File: src/rtl/pdm_freq_sel.sv
module pdm_freq_sel #(
  parameter int PERIOD = 16,
  parameter int KW     = 8,
  localparam int CW    = $clog2(PERIOD + 1)
) (
  input  logic          clk,
  input  logic          rst_n,
  input  logic          en,
  input  logic [CW-1:0] count_i,
  input  logic [KW-1:0] base_i,
  output logic          sel_o,
  output logic [KW:0]   setting_o
);

  localparam logic [CW:0]   PER_W  = (CW+1)'(PERIOD);
  localparam logic [CW-1:0] PER_C  = CW'(PERIOD);
  localparam logic [CW-1:0] LAST_C = CW'(PERIOD - 1);

  logic [CW-1:0] win_q, m_q, acc_q;
  logic [KW-1:0] k_q;

  wire           at_start = (win_q == '0);
  wire [CW-1:0]  m_req    = (count_i > PER_C) ? PER_C : count_i;
  wire [CW-1:0]  m_eff    = at_start ? m_req  : m_q;
  wire [KW-1:0]  k_eff    = at_start ? base_i : k_q;
  wire [CW:0]    sum      = {1'b0, acc_q} + {1'b0, m_eff};
  wire           carry    = (sum >= PER_W);
  wire [CW:0]    wrapped  = carry ? (sum - PER_W) : sum;

  always_ff @(posedge clk) begin
    if (!rst_n) begin
      win_q     <= '0;
      m_q       <= '0;
      k_q       <= '0;
      acc_q     <= '0;
      sel_o     <= 1'b0;
      setting_o <= '0;
    end else if (en) begin
      win_q     <= (win_q == LAST_C) ? '0 : win_q + 1'b1;
      m_q       <= m_eff;
      k_q       <= k_eff;
      acc_q     <= wrapped[CW-1:0];
      sel_o     <= carry;
      setting_o <= {1'b0, k_eff} + {{KW{1'b0}}, carry};
    end
  end

endmodule


File: config.mk
export PLATFORM = sky130hd
export DESIGN_NAME = pdm_freq_sel
export DESIGN_NICKNAME = d
export VERILOG_FILES = /design/src/rtl/pdm_freq_sel.sv
export SDC_FILE = /design/constraint.sdc
export NUM_CORES = 1
export LEC_CHECK = 0
export ABC_CLOCK_PERIOD_IN_PS = 9050
export CORE_MARGIN = 1.5
export CORE_UTILIZATION = 58
export DETAILED_ROUTE_END_ITERATION = 8
export GPL_TIMING_DRIVEN = 0
export PLACE_DENSITY = 0.84
export SYNTH_ARGS = -nofsm -noshare
export SYNTH_HDL_FRONTEND = slang
export SYNTH_SLANG_ARGS = --single-unit
File: constraint.sdc
create_clock -name clk -period 9.05 [get_ports clk]
set_input_delay 2.2625 -clock clk [delete_from_list [all_inputs] [get_ports clk]]
set_output_delay 2.2625 -clock clk [all_outputs]
set_load 0.005 [all_outputs]
==> metrics.txt <==
status=finished, final reports clean; depth of the most critical reg-to-reg path=19; largest net degree at the start of global routing=11; Post-synth EDFFs=0; post-route core utilization=approximately 73%; CP max-delay cell=clkdlybuf4s50_1; CP Data Required Time=about 9300 ps; Area Growth Syn to Fin=18.9%; Leakage=just under 0.9 nW; hold path depth=2; Finished Cell Area=between 2000 and 2500 um^2; antenna fix cells=0; Initial Util=61.4%; Tot GR Track Use=about 27%; final setup vio count=0; Non-Filler Instances=roughly 300; RePlAce Congestion=0.910; Final #Nets=280; CORE AREA=approximately 3100 um^2; clock root buffer=clkbuf_4; Psw=around 0.10 mW; asr flop ratio synth=0%; Clk Latency, worst-skew pair=between 300 and 400 ps; setup_tns=0 ps; Port Buf Inserts=25; # DRC=0; Synth warnings=0; Power, Total=0.333 mW; Clock Sinks=33; cts repair resizes=0; CP peak stage delay=roughly 520 ps; DIE HEIGHT=around 60 um; TritonCTS clock tree=yes; PD cells=approximately 150 nW/um^2; Slew Limit Fails=0; hold crit path type=flip-flop to flip-flop; critical path fanouts, max=8; H-tree depth=2; Area after DPL=about 2200 um^2; Clock Skew=12.8 ps; Tightest Pin Transition=between 500 and 600 ps; Ports=26; Seq/Total Area, Yosys=34.9%; Die Area=3610 um^2; Placed Cells=291; TritonRoute pass-1 iters=4; Final HPWL DP=3.23 mm; sequential power share=around half; first-pass GRT wire length=7.15 mm; DR vias/cell=approximately 5.9; unrepaired setup endpoints after global routing=false; DRT Wirelength=about 4.4 mm; Site Rows=20; most used flip-flop cell after synthesis=dfxtp_1; clk slew on worst S/H paths=around 100 ps; layout cells sized above 1=under 10%; CTS buffer count=5; die width=60.1 um; fin crit share=about 58%; wire per inst=between 10 and 15 um; Critical Path Source Type=primary input; Yosys reg bits=33; Slew HR=64.3%; Initial DRC Count=130; Critical Path Most Common Cell=ha_1; post-route minimum period=about 5200 ps; crit-path cells=clkdlybuf4s50_1 -> nand3b_1 -> nand2_1 -> ha_1 -> inv_1 -> fa_1 -> nor2b_1 -> o31a_1 -> o21a_1 -> ha_1 -> clkbuf_1 -> nand4_1 -> xor2_1 -> nor2_1 -> a21oi_1 -> o21ai_0; Unique masters post-synth=48; Final ANT Viol Nets=0; Max Clk Rate=192 MHz; total grt overflow=0; Place WS=3520 ps; Fin. Hold Viols=0; syn nets=248; Avg Cell Area, Syn=around 8.5 um^2; number of global-route vias before repair=1,666; final worst slack=approximately 3800 ps; Comb power frac=between 20% and 30%; Synth Instances=222; Hold WS=475 ps; Sw Share=roughly a third; Setup Crit Path Kind=primary input to flip-flop; Crit path arrival time=5480 ps; internal power=around 0.23 mW; Critical Path End Type=flip-flop; Max VDD drop=0.0904 mV; postcts setup bufs=0; clock power share=roughly a quarter; Cell Area, Synth=approximately 1900 um^2; vias=between 1,500 and 2,000; Post-CTS Hold Fix Bufs=0; max-cap violations=0; antenna violations before repair=0; Clock Tree Buf Depth=2
-- critical path: cells and delay by family --
kind | cells | cell delay (ps)
buf+inv | 3 | 850
fa+ha+maj | 3 | 720
xor+xnor | 1 | 160
simple gates | 5 | 850
compound gates | 4 | 640
-- cells by family after synthesis --
kind of cell               after synthesis  share of synthesized area (%)
AOI/OAI and AO/OA                       47                           18.0
buffers and inverters                   20                           4.96
and+or+nand+nor                         93                           25.3
DFF                                     33                           34.9
xor gates and xnor gates                 8                           3.71
muxes                                   11                           6.09
adders and majority gates               10                           7.02
-- sequential cells by signal, summed over array words and instances (netlist names) --
signal and flops:
setting_o 9, k_q 8, acc_q 5, m_q 5, win_q 5, sel_o 1
-- cells in the mapped netlist (2+ instances only) --
| master | instances | area (um^2) |
|---|---|---|
| a41oi_1 | 3 | 26.3 |
| nand2b_1 | 4 | 25.0 |
| a311oi_1 | 4 | 35.0 |
| nor2b_1 | 2 | 12.5 |
| buf_2 | 3 | 15.0 |
| mux2i_1 | 10 | 100 |
| o2111ai_1 | 2 | 17.5 |
| dfxtp_1 | 33 | 661 |
| nor3_1 | 2 | 10.0 |
| clkbuf_1 | 8 | 30.0 |
| and3_1 | 2 | 12.5 |
| xor2_1 | 5 | 43.8 |
| nand3_1 | 12 | 60.1 |
| nand3b_1 | 5 | 37.5 |
| nand4_1 | 4 | 25.0 |
| xnor2_1 | 3 | 26.3 |
| o211ai_1 | 3 | 22.5 |
| nor2_1 | 19 | 71.3 |
| ha_1 | 9 | 113 |
| a211oi_1 | 3 | 22.5 |
| a21oi_1 | 14 | 70.1 |
| nand2_1 | 34 | 128 |
| o21a_1 | 3 | 22.5 |
| buf_6 | 2 | 22.5 |
| o21ai_0 | 4 | 20.0 |
| inv_1 | 7 | 26.3 |
-- cell usage in the layout, fill, tap and decap left out, drive strengths merged, types with 2 or more instances in the layout --
| cell type | Yosys | layout |
|---|---|---|
| a211oi | 4 | 4 |
| a21oi | 14 | 14 |
| a311oi | 4 | 4 |
| a41oi | 3 | 3 |
| and3 | 2 | 2 |
| buf | 5 | 5 |
| clkbuf | 8 | 14 |
| clkdlybuf4s50 | 0 | 25 |
| clkinv | 0 | 2 |
| dfxtp | 33 | 33 |
| ha | 9 | 9 |
| inv | 7 | 7 |
| mux2i | 10 | 10 |
| nand2 | 34 | 34 |
| nand2b | 4 | 4 |
| nand3 | 12 | 12 |
| nand3b | 5 | 5 |
| nand4 | 4 | 4 |
| nor2 | 19 | 19 |
| nor2b | 2 | 2 |
| nor3 | 2 | 2 |
| nor3b | 2 | 2 |
| o2111ai | 2 | 2 |
| o211ai | 4 | 4 |
| o21a | 3 | 3 |
| o21ai | 5 | 5 |
| xnor2 | 3 | 3 |
| xor2 | 5 | 5 |
-- final timing paths --
path / from / to / slack (ps)
worst max-delay path: count_i[4] / setting_o[4] / 3830
worst min-delay path: setting_o[3] / setting_o[3] / 480
worst max register to register: win_q[0] / setting_o[4] / 4970
worst min register to register: setting_o[3] / setting_o[3] / 480
-- power by group through the flow --
stage	clock network, mW	registers, mW	logic [mW]
floorplan	0	0.165	0.0578
global placement	0	0.166	0.0845
detailed placement	0	0.167	0.0879
CTS	0.0833	0.163	0.0880
global route	0.0895	0.165	0.0963
finish	0.0809	0.164	0.0881
-- layout make-up --
class | count | area (um^2)
Multi-Input combinational cell | 169 | 1140
Fill cell | 247 | 831
Sequential cell | 33 | 661
Timing Repair Buffer | 25 | 250
Buffer | 13 | 67.6
Tap cell | 44 | 55.1
Clock buffer | 6 | 41.3
Inverter | 7 | 26.3
Clock inverter | 2 | 10.0
-- per-layer routing --
| layer | routed length [um] | vias to the layer above | share of wire (%) | track usage, % |
|---|---|---|---|---|
| li1 | - | 866 | - | - |
| met1 | 1990 | 844 | 45 | 32.3 |
| met2 | 2110 | 48 | 48 | 44.7 |
| met3 | 206 | 10 | 4.7 | 7.14 |
| met4 | 82 | 0 | 1.9 | 11.1 |
| met5 | 0 | - | 0 | 0 |
No activity file was read; power rests on OpenSTA's default activity.
